File: config.mk
export PLATFORM = sky130hd
export DESIGN_NAME = gim_top
export DESIGN_NICKNAME = d
export VERILOG_FILES = /design/src/rtl/gim_pkg.sv /design/src/rtl/gim_hb_interlock.sv /design/src/rtl/gim_oc_latch.sv /design/src/rtl/gim_gate_reg.sv /design/src/rtl/gim_top.sv
export SDC_FILE = /design/constraint.sdc
export NUM_CORES = 1
export LEC_CHECK = 0
export ABC_AREA = 0
export CAP_MARGIN = 15
export CORE_AREA = 2 2 39 41
export DETAILED_ROUTE_END_ITERATION = 16
export DIE_AREA = 0 0 41 43
export MAX_ROUTING_LAYER = met4
export PLACE_DENSITY_LB_ADDON = 0.05
export SYNTH_ARGS = -nofsm -noshare
export SYNTH_HDL_FRONTEND = slang
export SYNTH_SLANG_ARGS = --single-unit
File: constraint.sdc
create_clock -name clk -period 2.3 [get_ports clk]
set_input_delay 0.46 -clock clk [delete_from_list [all_inputs] [get_ports clk]]
set_output_delay 0.46 -clock clk [all_outputs]
set_load 0.01 [all_outputs]
File: src/rtl/gim_pkg.sv
package gim_pkg;

   localparam int unsigned GIM_N_GATES = 4;

   // bit order of the registered gate vector
   typedef enum logic [1:0] {
      GIDX_PF = 2'd0,
      GIDX_LS = 2'd1,
      GIDX_HS = 2'd2,
      GIDX_HT = 2'd3
   } gate_idx_e;

   typedef struct packed {
      logic ht;
      logic hs;
      logic ls;
      logic pf;
   } gate_vec_t;

   // interlock variants
   localparam int unsigned GIM_ILK_OFF  = 0;
   localparam int unsigned GIM_ILK_BOTH = 1;

   // fault clear variants
   localparam int unsigned GIM_CLR_SENSE_ONLY  = 0;
   localparam int unsigned GIM_CLR_IDLE_SENSE  = 1;

endpackage

File: src/rtl/gim_hb_interlock.sv
module gim_hb_interlock #(
   parameter int unsigned MODE = gim_pkg::GIM_ILK_BOTH
) (
   input  logic ls_req,
   input  logic hs_req,
   output logic ls_ok,
   output logic hs_ok
);

   logic conflict;

   generate
      if (MODE == gim_pkg::GIM_ILK_BOTH) begin : g_ilk
         assign conflict = ls_req & hs_req;
      end else if (MODE == gim_pkg::GIM_ILK_OFF) begin : g_noilk
         assign conflict = 1'b0;
      end else begin : g_bad
         $error("gim_hb_interlock: MODE out of range");
         assign conflict = 1'b0;
      end
   endgenerate

   assign ls_ok = ls_req & ~conflict;
   assign hs_ok = hs_req & ~conflict;

endmodule

File: src/rtl/gim_oc_latch.sv
module gim_oc_latch #(
   parameter int unsigned CLR_MODE = gim_pkg::GIM_CLR_IDLE_SENSE
) (
   input  logic clk,
   input  logic rst_n,
   input  logic arm,
   input  logic trip,
   input  logic uv_clr,
   input  logic ls_req,
   input  logic hs_req,
   output logic fault_nxt,
   output logic fault_q
);

   logic release_ok;

   generate
      if (CLR_MODE == gim_pkg::GIM_CLR_IDLE_SENSE) begin : g_idle
         assign release_ok = ~ls_req & ~hs_req & ~trip;
      end else if (CLR_MODE == gim_pkg::GIM_CLR_SENSE_ONLY) begin : g_sense
         assign release_ok = ~trip;
      end else begin : g_bad
         $error("gim_oc_latch: CLR_MODE out of range");
         assign release_ok = 1'b0;
      end
   endgenerate

   // undervoltage exit wins, then a new trip, then the release rule
   always_comb begin
      if (uv_clr)
         fault_nxt = 1'b0;
      else if (arm & trip)
         fault_nxt = 1'b1;
      else if (release_ok)
         fault_nxt = 1'b0;
      else
         fault_nxt = fault_q;
   end

   always_ff @(posedge clk or negedge rst_n) begin
      if (!rst_n)
         fault_q <= 1'b0;
      else
         fault_q <= fault_nxt;
   end

endmodule

File: src/rtl/gim_gate_reg.sv
module gim_gate_reg #(
   parameter int unsigned W = gim_pkg::GIM_N_GATES
) (
   input  logic         clk,
   input  logic         rst_n,
   input  logic         en,
   input  logic [W-1:0] d,
   output logic [W-1:0] q
);

   generate
      if (W < 1) begin : g_bad
         $error("gim_gate_reg: W must be at least 1");
      end
      for (genvar i = 0; i < W; i++) begin : g_bit
         always_ff @(posedge clk or negedge rst_n) begin
            if (!rst_n)
               q[i] <= 1'b0;
            else
               q[i] <= en & d[i];
         end
      end
   endgenerate

endmodule

File: src/rtl/gim_top.sv
module gim_top #(
   parameter int unsigned ILK_MODE = gim_pkg::GIM_ILK_BOTH,
   parameter int unsigned CLR_MODE = gim_pkg::GIM_CLR_IDLE_SENSE
) (
   input  logic clk,
   input  logic rst_n,
   input  logic drv_en,
   input  logic op_mode,
   input  logic uv_clr,
   input  logic pf_in,
   input  logic ls_in,
   input  logic hs_in,
   input  logic ht_in,
   input  logic oc_trip,
   output logic pf_gate,
   output logic ls_gate,
   output logic hs_gate,
   output logic ht_gate,
   output logic oc_flag
);
   import gim_pkg::*;

   localparam int unsigned NG = GIM_N_GATES;

   logic      ls_ok, hs_ok;
   logic      fault_nxt, fault_q;
   gate_vec_t gate_d, gate_q;

   gim_hb_interlock #(.MODE(ILK_MODE)) u_ilk (
      .ls_req (ls_in),
      .hs_req (hs_in),
      .ls_ok  (ls_ok),
      .hs_ok  (hs_ok)
   );

   gim_oc_latch #(.CLR_MODE(CLR_MODE)) u_ocl (
      .clk       (clk),
      .rst_n     (rst_n),
      .arm       (op_mode),
      .trip      (oc_trip),
      .uv_clr    (uv_clr),
      .ls_req    (ls_in),
      .hs_req    (hs_in),
      .fault_nxt (fault_nxt),
      .fault_q   (fault_q)
   );

   // half-bridge uses next fault state so blanking lands on the trip edge
   always_comb begin
      gate_d.pf = pf_in;
      gate_d.ht = ht_in;
      gate_d.ls = ls_ok & ~fault_nxt;
      gate_d.hs = hs_ok & ~fault_nxt;
   end

   gim_gate_reg #(.W(NG)) u_greg (
      .clk   (clk),
      .rst_n (rst_n),
      .en    (drv_en),
      .d     (gate_d),
      .q     (gate_q)
   );

   assign pf_gate = gate_q.pf;
   assign ls_gate = gate_q.ls;
   assign hs_gate = gate_q.hs;
   assign ht_gate = gate_q.ht;
   assign oc_flag = fault_q;

endmodule

==> results of run 1 <==
-- how the worst max path moves through the flow --
stage | to | depth (start not counted) | slack (ps)
floorplan | u_greg.q[2] | 2 | 1380
global placement | u_ocl.fault_q | 2 | 890
detailed placement | u_greg.q[2] | 3 | 880
CTS | oc_flag | 1 | 700
global route | oc_flag | 1 | 670
finish | oc_flag | 1 | 710
-- per-layer routing --
metal / vias to the layer above / wire, um / global-route usage
met2: 16 / 174 / 0.0750
met3: 4 / 51 / 0.0314
met5: - / 0 / -
li1: 84 / - / -
met1: 68 / 160 / 0.0752
met4: 0 / 38 / 0.140
-- state kept, by name (all words and copies together), names as in the netlist --
register       count
u_greg.q           4
u_ocl.fault_q      1
-- through the flow --
stage	hold slack [ps]	instance area [um2]	utilization	power [mW]
finish	432	374	0.270	0.231
global route	436	374	0.270	0.251
CTS	437	374	0.270	0.234
detailed placement	592	348	0.251	0.133
global placement	601	348	0.251	0.132
floorplan	164	188	-	0.105
-- power groups by stage --
stage | combinational [mW] | sequential, mW | clock (mW)
floorplan | 0.00724 | 0.0975 | 0
global placement | 0.0371 | 0.0952 | 0
detailed placement | 0.0375 | 0.0952 | 0
CTS | 0.0376 | 0.0940 | 0.103
global route | 0.0409 | 0.0939 | 0.116
finish | 0.0370 | 0.0939 | 0.101
-- cell usage after synthesis --
cell and count:
a21oi_1 1, a21o_1 1, nand3b_1 1, inv_1 1, nand2_1 1, dfrtp_1 5, o311a_1 1, and2_1 2
a211oi_2 1
-- kinds of logic (layout without fill, tap and decap cells) --
group | Yosys count | count (layout) | share of synthesized area
compound gates | 4 | 4 | 0.187
simple gates | 4 | 4 | 0.127
flops | 5 | 5 | 0.667
buf+inv | 1 | 19 | 0.0200
-- cell type report --
cell class | count | share of cell area
Timing Repair Buffer | 14 | 0.375
Sequential cell | 5 | 0.334
Multi-Input combinational cell | 8 | 0.157
Clock buffer | 4 | 0.0702
Tap cell | 16 | 0.0535
Inverter | 1 | 0.0100
-- cell usage in the layout, fill, tap and decap left out --
master and n:
a211oi_2 1, a21o_1 1, a21oi_1 1, and2_1 2
clkbuf_1 1, clkbuf_4 3, clkdlybuf4s50_1 14, dfrtp_1 5
inv_1 1, nand2_1 1, nand3b_1 1, o311a_1 1
==> results.json, run 1 <==
{
  "cp.buffers_inverters": 1,
  "drive_gt1_frac": 0.125,
  "holdCritPathClass": "input port to asynchronous set/reset pin",
  "end_kind": "primary output",
  "grt_max_degree": 6,
  "hold_violations": 0,
  "rows": 14,
  "clkPwrFrac": 0.434,
  "cts.sinks": 5,
  "worst_pin_slew_ps": 212,
  "outcome": "finished, final reports clean",
  "grt_pass1_vias": 172,
  "die-area_um2": 1760,
  "cp.required_ps": 1840,
  "first_iter_violations": 0,
  "area_growth_pct": 99.3,
  "dr.pass1.iters": 1,
  "wl_per_cell_um": 8.83,
  "cts_hold_buf": 0,
  "drv_slew": 0,
  "clkTransAtPathRegs_ps": 40,
  "fin_cells": 48,
  "netlist_top_cells_area": "dfrtp_1 67%, a211oi_2 6.7%, and2_1 6.7%",
  "cp-start-kind": "flop",
  "leakage_nw": 0.164,
  "grt-ovfl-total": 0,
  "tns_ps": 0,
  "post-route-period-util": 0.691,
  "fin_crit_ps": 1590,
  "cts_max_level": 1,
  "ys_seq_area_frac": 0.667,
  "cts_inserted_buffers": 3,
  "synthDistinctLibCells": 9,
  "n_fill_cell": 152,
  "cp_max_fo": 2,
  "power_frac_comb": 0.160,
  "clock-root-buffer": "clkbuf_4",
  "track_usage": 0.0765,
  "ioPinCount": 15,
  "clk_latency_ps": 240,
  "critPathTopFamily": "buffers and inverters",
  "setup_ws_ps": 711,
  "finalWirelength_um": 424,
  "r2r_slack_ps": 1410,
  "cts_max_path_buffers": 2,
  "synth_nets": 24,
  "cap_violations": 0,
  "gp_congestion": 0.634,
  "tritoncts": "yes",
  "cts_setup_buffers": 0,
  "dpl.cell_count": 44,
  "powerDensity_nw_per_um2": 619,
  "grt_pass1_wl_um": 717,
  "max_freq_ghz": 0.629,
  "synth_top_area_frac": 0.667,
  "yosysTopAreaCell": "dfrtp_1",
  "drc_errors": 0,
  "antenna_found_initial": 0,
  "ant_nets": 0,
  "p_int_mw": 0.183,
  "critPathLaunch": "u_ocl.fault_q",
  "fin_skew_ps": 0.0990,
  "cp.arrival_ps": 1130,
  "r2r-start": "u_ocl.fault_q",
  "crit_type": "flop to primary output",
  "netlist_area_um2": 188,
  "setup_viol": 0,
  "slowest_stage": "clkdlybuf4s50_1",
  "cts_resized": 0,
  "path_cells": "clkdlybuf4s50_1",
  "start_util": 0.136,
  "die_w_um": 41,
  "netlist_instances": 14,
  "peakVddDrop_mv": 0.140,
  "p_seq_frac": 0.406,
  "relSlewSlack": 0.858,
  "vias_per_cell": 3.58,
  "numPortBuffers": 14,
  "regArea_um2": 125,
  "yosysWarnings": 0,
  "nNetsFinal": 43,
  "synth-seq-cells": 5,
  "switching_share": 0.211,
  "switchingPower_mw": 0.0488,
  "place_ws_ps": 882,
  "vias": 172,
  "r2r_end": "u_greg.q[2]",
  "r2r_cells": 2,
  "rsz0062_at_grt": "no",
  "multi_input_area_um2": 58.8,
  "syn_area_per_cell_um2": 13.4,
  "die_h_um": 43,
  "fp.coreArea_um2": 1380,
  "slowest_delay_ps": 540,
  "diodes": 0
}
Power figures use the tool's default switching activity.
==> run 2: changes to the inputs <==
Clock period 2.3 ns to 1.45 ns, I/O delays scaled along.
==> run 2 against run 1 <==
Critical path depth is the same. Clock power grew 54%. Clock skew barely moved. Highest routed layer is now met3.
==> results.json, run 2 (synthesis gave the netlist of run 1 again) <==
{
  "r2r-start": "u_ocl.fault_q",
  "cts_hold_buf": 0,
  "track_usage": 0.0662,
  "vias_per_cell": 3.31,
  "r2r_slack_ps": 580,
  "fin_skew_ps": 0.0325,
  "cts_resized": 0,
  "max_freq_ghz": 0.734,
  "clk_latency_ps": 240,
  "layout_commonest_cell": "clkdlybuf4s50_1",
  "wl_per_cell_um": 7.96,
  "first_iter_violations": 1,
  "area_growth_pct": 101,
  "gp_congestion": 0.658,
  "fin_cells": 48,
  "finalWirelength_um": 382,
  "outcome": "finished, final reports clean",
  "drive_gt1_frac": 0.125,
  "end_kind": "primary output",
  "cts_max_path_buffers": 2,
  "cp_max_fo": 1,
  "diodes": 0,
  "rows": 14,
  "path_cells": "clkdlybuf4s50_1",
  "slowest_delay_ps": 520,
  "peakVddDrop_mv": 0.260,
  "relSlewSlack": 0.852,
  "grt-ovfl-total": 0,
  "fin_crit_ps": 1360,
  "clkTransAtPathRegs_ps": 40,
  "cts_setup_buffers": 0,
  "clock-root-buffer": "clkbuf_4",
  "n_fill_cell": 146,
  "dr.pass1.iters": 2,
  "die_w_um": 41,
  "dpl.cell_count": 44,
  "rsz0062_at_grt": "no",
  "holdCritPathClass": "input port to asynchronous set/reset pin",
  "numPortBuffers": 14,
  "fp.coreArea_um2": 1380,
  "ioPinCount": 15,
  "slowest_stage": "clkdlybuf4s50_1",
  "powerDensity_nw_per_um2": 963,
  "final_cell_mix": "13 x clkdlybuf4s50_1, 5 x dfrtp_1, 3 x clkbuf_4, 2 x and2_1",
  "die_h_um": 43,
  "cp.buffers_inverters": 1,
  "post-route-period-util": 0.940,
  "cp-start-kind": "flop",
  "hold_violations": 0,
  "regMostFlops": "u_greg.q",
  "tritoncts": "yes",
  "leakage_nw": 0.180,
  "cp.arrival_ps": 1070,
  "largest_register_ffs": 4,
  "nNetsFinal": 43,
  "cp.required_ps": 1160,
  "grt_pass1_wl_um": 655,
  "ant_nets": 0,
  "crit_type": "flop to primary output",
  "cts_inserted_buffers": 3,
  "r2r_end": "u_greg.q[2]",
  "tns_ps": 0,
  "worst_pin_slew_ps": 221,
  "r2r_cells": 2,
  "start_util": 0.136,
  "grt_max_degree": 6,
  "critPathTopFamily": "buffers and inverters",
  "setup_viol": 0,
  "critPathLaunch": "u_greg.q[1]",
  "cts.sinks": 5,
  "vias": 159,
  "grt_pass1_vias": 167,
  "drv_slew": 0,
  "antenna_found_initial": 0,
  "cts_max_level": 1,
  "die-area_um2": 1760,
  "cap_violations": 0,
  "reg_top3": "u_greg.q x4, u_ocl.fault_q x1",
  "drc_errors": 0
}
[run 2: how the worst max path moves through the flow]
stage,to,depth (start not counted),slack (ps)
after floorplan,u_greg.q[2],2,590
after global routing,ht_gate,1,40
after CTS,oc_flag,1,20
after global placement,u_greg.q[2],3,210
final,ls_gate,1,90
after detailed placement,u_ocl.fault_q,2,210
[run 2: per-layer routing]
| layer | vias to the layer above | GRT usage | share of wire |
|---|---|---|---|
| li1 | 84 | - | - |
| met1 | 65 | 0.0621 | 0.37 |
| met2 | 10 | 0.0750 | 0.50 |
| met3 | 0 | 0.0157 | 0.12 |
| met4 | 0 | 0.120 | 0 |
| met5 | - | - | 0 |
[run 2: power breakdown]
group / switching [mW] / internal (mW)
combinational: 0.0192 / 0.0385
clock: 0.0526 / 0.104
sequential: 0.00198 / 0.147
total: 0.0737 / 0.289
[run 2: worst reg2reg max path, cell delays in order (launching register included)]
cell	delay [ps]
dfrtp_1	370
a21o_1	190
a211oi_2	230
[run 2: cell type report]
class | count | area, um2 | area share
multi-input combinational | 8 | 58.8 | 0.156
tap | 16 | 20.0 | 0.0532
clock buffer | 4 | 26.3 | 0.0698
timing repair buffer | 14 | 143 | 0.379
sequential | 5 | 125 | 0.332
inverter | 1 | 3.75 | 0.00997
[run 2: through the flow]
stage / total power, mW / area [um2] / setup slack, ps / util / hold WS (ps)
2_1_floorplan: 0.166 / 188 / 592 / - / -5.59
4_1_cts: 0.371 / 374 / 20.0 / 0.270 / 269
5_1_grt: 0.394 / 377 / 35.2 / 0.272 / 265
3_3_place_gp: 0.210 / 348 / 213 / 0.251 / 525
6_report: 0.363 / 377 / 87.6 / 0.272 / 271
3_5_place_dp: 0.210 / 348 / 209 / 0.251 / 525
==> run 3: changes to the inputs <==
Settings changed: SYNTH_HIERARCHICAL set to 1.
==> run 3 against run 2 <==
Wire length increased by 9.2%. Via count up 10%. Sequential share of layout area fell by 1.1 points. Combinational power up 1%. Critical path depth is the same. Non-clock buffer count up 1. Register-to-register slack worse by 120 ps. Hold slack about the same. Critical endpoint is now hs_gate.
==> results.json, run 3 <==
{
  "outcome": "finished, final reports clean",
  "ys_seq_area_frac": 0.649,
  "regMostFlops": "u_greg/q",
  "wl_per_cell_um": 8.18,
  "yosysMostFrequentCell": "dfrtp_1",
  "yosysTopAreaCell": "dfrtp_1",
  "die-area_um2": 1760,
  "ioPinCount": 15,
  "max_freq_ghz": 0.728,
  "grt_pass1_vias": 193,
  "numPortBuffers": 14,
  "cp.arrival_ps": 1080,
  "fin_crit_ps": 1370,
  "clkTransAtPathRegs_ps": 50,
  "cts_inserted_buffers": 3,
  "crit_type": "flop to primary output",
  "nNetsFinal": 46,
  "fp.coreArea_um2": 1380,
  "post-route-period-util": 0.948,
  "drv_slew": 0,
  "cp_max_fo": 1,
  "vias": 175,
  "antenna_found_initial": 0,
  "yosys_most_used_dff": "dfrtp_1",
  "critPathTopFamily": "buffers and inverters",
  "gp_congestion": 0.574,
  "rows": 14,
  "rsz0062_at_grt": "no",
  "relSlewSlack": 0.788,
  "yosysWarnings": 6,
  "synth-simple-area-share": 0.325,
  "grt_pass1_wl_um": 759,
  "r2r_slack_ps": 460,
  "tns_ps": 0,
  "netlist_instances": 16,
  "synth-seq-cells": 5,
  "netlist_area_um2": 193,
  "fin_area_um2": 389,
  "track_usage": 0.0765,
  "die_h_um": 43,
  "tritoncts": "yes",
  "synth_mux_area_frac": 0,
  "slowest_delay_ps": 530,
  "cts_max_path_buffers": 2,
  "r2r_end": "u_greg/q[1]",
  "vias_per_cell": 3.43,
  "synth_top_family_by_area": "simple AND/OR/NAND/NOR gates",
  "cp.buffers_inverters": 1,
  "synth_compound_area_frac": 0.0260,
  "cap_violations": 0,
  "cp.required_ps": 1160,
  "synthTopCellsByCount": "5 x dfrtp_1, 4 x and2_1, 3 x nor2b_1",
  "leakage_nw": 0.182,
  "syn_area_per_cell_um2": 12.0,
  "synthDistinctLibCells": 6,
  "hold_violations": 0,
  "fin_skew_ps": 2.94,
  "die_w_um": 41,
  "final_cell_mix": "13 x clkdlybuf4s50_1, 5 x dfrtp_1, 4 x and2_1, 3 x nor2b_1, 3 x clkbuf_4",
  "n_fill_cell": 154,
  "reg_top3": "u_greg/q x4, u_ocl/fault_q x1",
  "slowest_stage": "clkdlybuf4s50_1",
  "synth_top_area_frac": 0.649,
  "synthAdderAreaFrac": 0,
  "diodes": 0,
  "powerDensity_nw_per_um2": 953,
  "worst_pin_slew_ps": 316,
  "r2r-start": "u_ocl/fault_q",
  "cts.sinks": 5,
  "layout_commonest_cell": "clkdlybuf4s50_1",
  "synthXorXnorAreaFrac": 0,
  "place_area_um2": 360,
  "cp-start-kind": "flop",
  "setup_viol": 0,
  "r2r_cells": 4,
  "cts_setup_buffers": 0,
  "end_kind": "primary output",
  "clk_latency_ps": 240,
  "drive_gt1_frac": 0.143,
  "holdCritPathClass": "input port to asynchronous set/reset pin",
  "first_iter_violations": 0,
  "clock-root-buffer": "clkbuf_4",
  "ant_nets": 0,
  "drc_errors": 0,
  "path_cells": "clkdlybuf4s50_1",
  "largest_register_ffs": 4,
  "dr.pass1.iters": 1,
  "grt-ovfl-total": 0,
  "grt_max_degree": 6,
  "finalWirelength_um": 417,
  "peakVddDrop_mv": 0.331,
  "start_util": 0.139,
  "netlist_top_cells_area": "dfrtp_1 65%, and2_1 13%, nor2b_1 9.7%",
  "synth_nets": 26,
  "synth-edff-count": 0,
  "async_reset_ff_frac": 1.00,
  "area_growth_pct": 102,
  "cts_max_level": 1
}
## run 3: final cells by class
class / count / area, um2 / area share
Clock buffer: 4 / 26.3 / 0.0675
Multi-Input combinational cell: 11 / 67.6 / 0.174
Sequential cell: 5 / 125 / 0.322
Tap cell: 16 / 20.0 / 0.0514
Timing Repair Buffer: 15 / 150 / 0.386
## run 3: worst reg2reg max path, stage by stage, from the launching register on
cell     delay [ps]
dfrtp_1         340
a21oi_1          40
nor3_1          260
nor2b_1          80
and2_1          160
## run 3: routing by layer
metal | share of wire | vias to the layer above | global-route usage
met2 | 0.54 | 9 | 0.0938
met4 | 0 | 0 | 0.120
met1 | 0.35 | 78 | 0.0654
met3 | 0.098 | 0 | 0.0314
met5 | 0 | - | -
li1 | - | 88 | -
## run 3: worst max path at each step
stage	from	endpoint	cells past startpoint
3_3_place_gp	ls_in	u_greg/q[1]	5
5_1_grt	u_greg/q[3]	ht_gate	1
6_report	u_greg/q[2]	hs_gate	1
3_5_place_dp	oc_trip	u_greg/q[2]	5
2_1_floorplan	u_ocl/fault_q	u_greg/q[1]	4
4_1_cts	u_ocl/fault_q	oc_flag	1
## run 3: metrics by stage
stage                     cells  utilization  hold slack [ps]  setup slack (ps)  total power [mW]
after floorplan              16            -            -5.59               494             0.166
after global placement       47        0.260              539             -78.3             0.211
after detailed placement     47        0.260              536             -44.2             0.211
after CTS                    51        0.279              275              17.1             0.382
after global routing         51        0.281              288              8.32             0.398
final                        51        0.281              271              75.8             0.371
## run 3: cell families after synthesis
| family | Yosys count |
|---|---|
| AO/OA/AOI/OAI | 1 |
| flip-flops | 5 |
| AND/OR/NAND/NOR | 10 |
## run 3: where the power goes
| group | total (mW) | internal (mW) | switching, mW |
|---|---|---|---|
| clock | 0.164 | 0.104 | 0.0597 |
| combinational | 0.0584 | 0.0410 | 0.0174 |
| sequential | 0.149 | 0.147 | 0.00204 |
## run 3: what timing repair did
action / in CTS / in global routing
endpoints found under the setup margin: 0 / 1
hold buffers: 0 / 0
resized for setup: 0 / 1
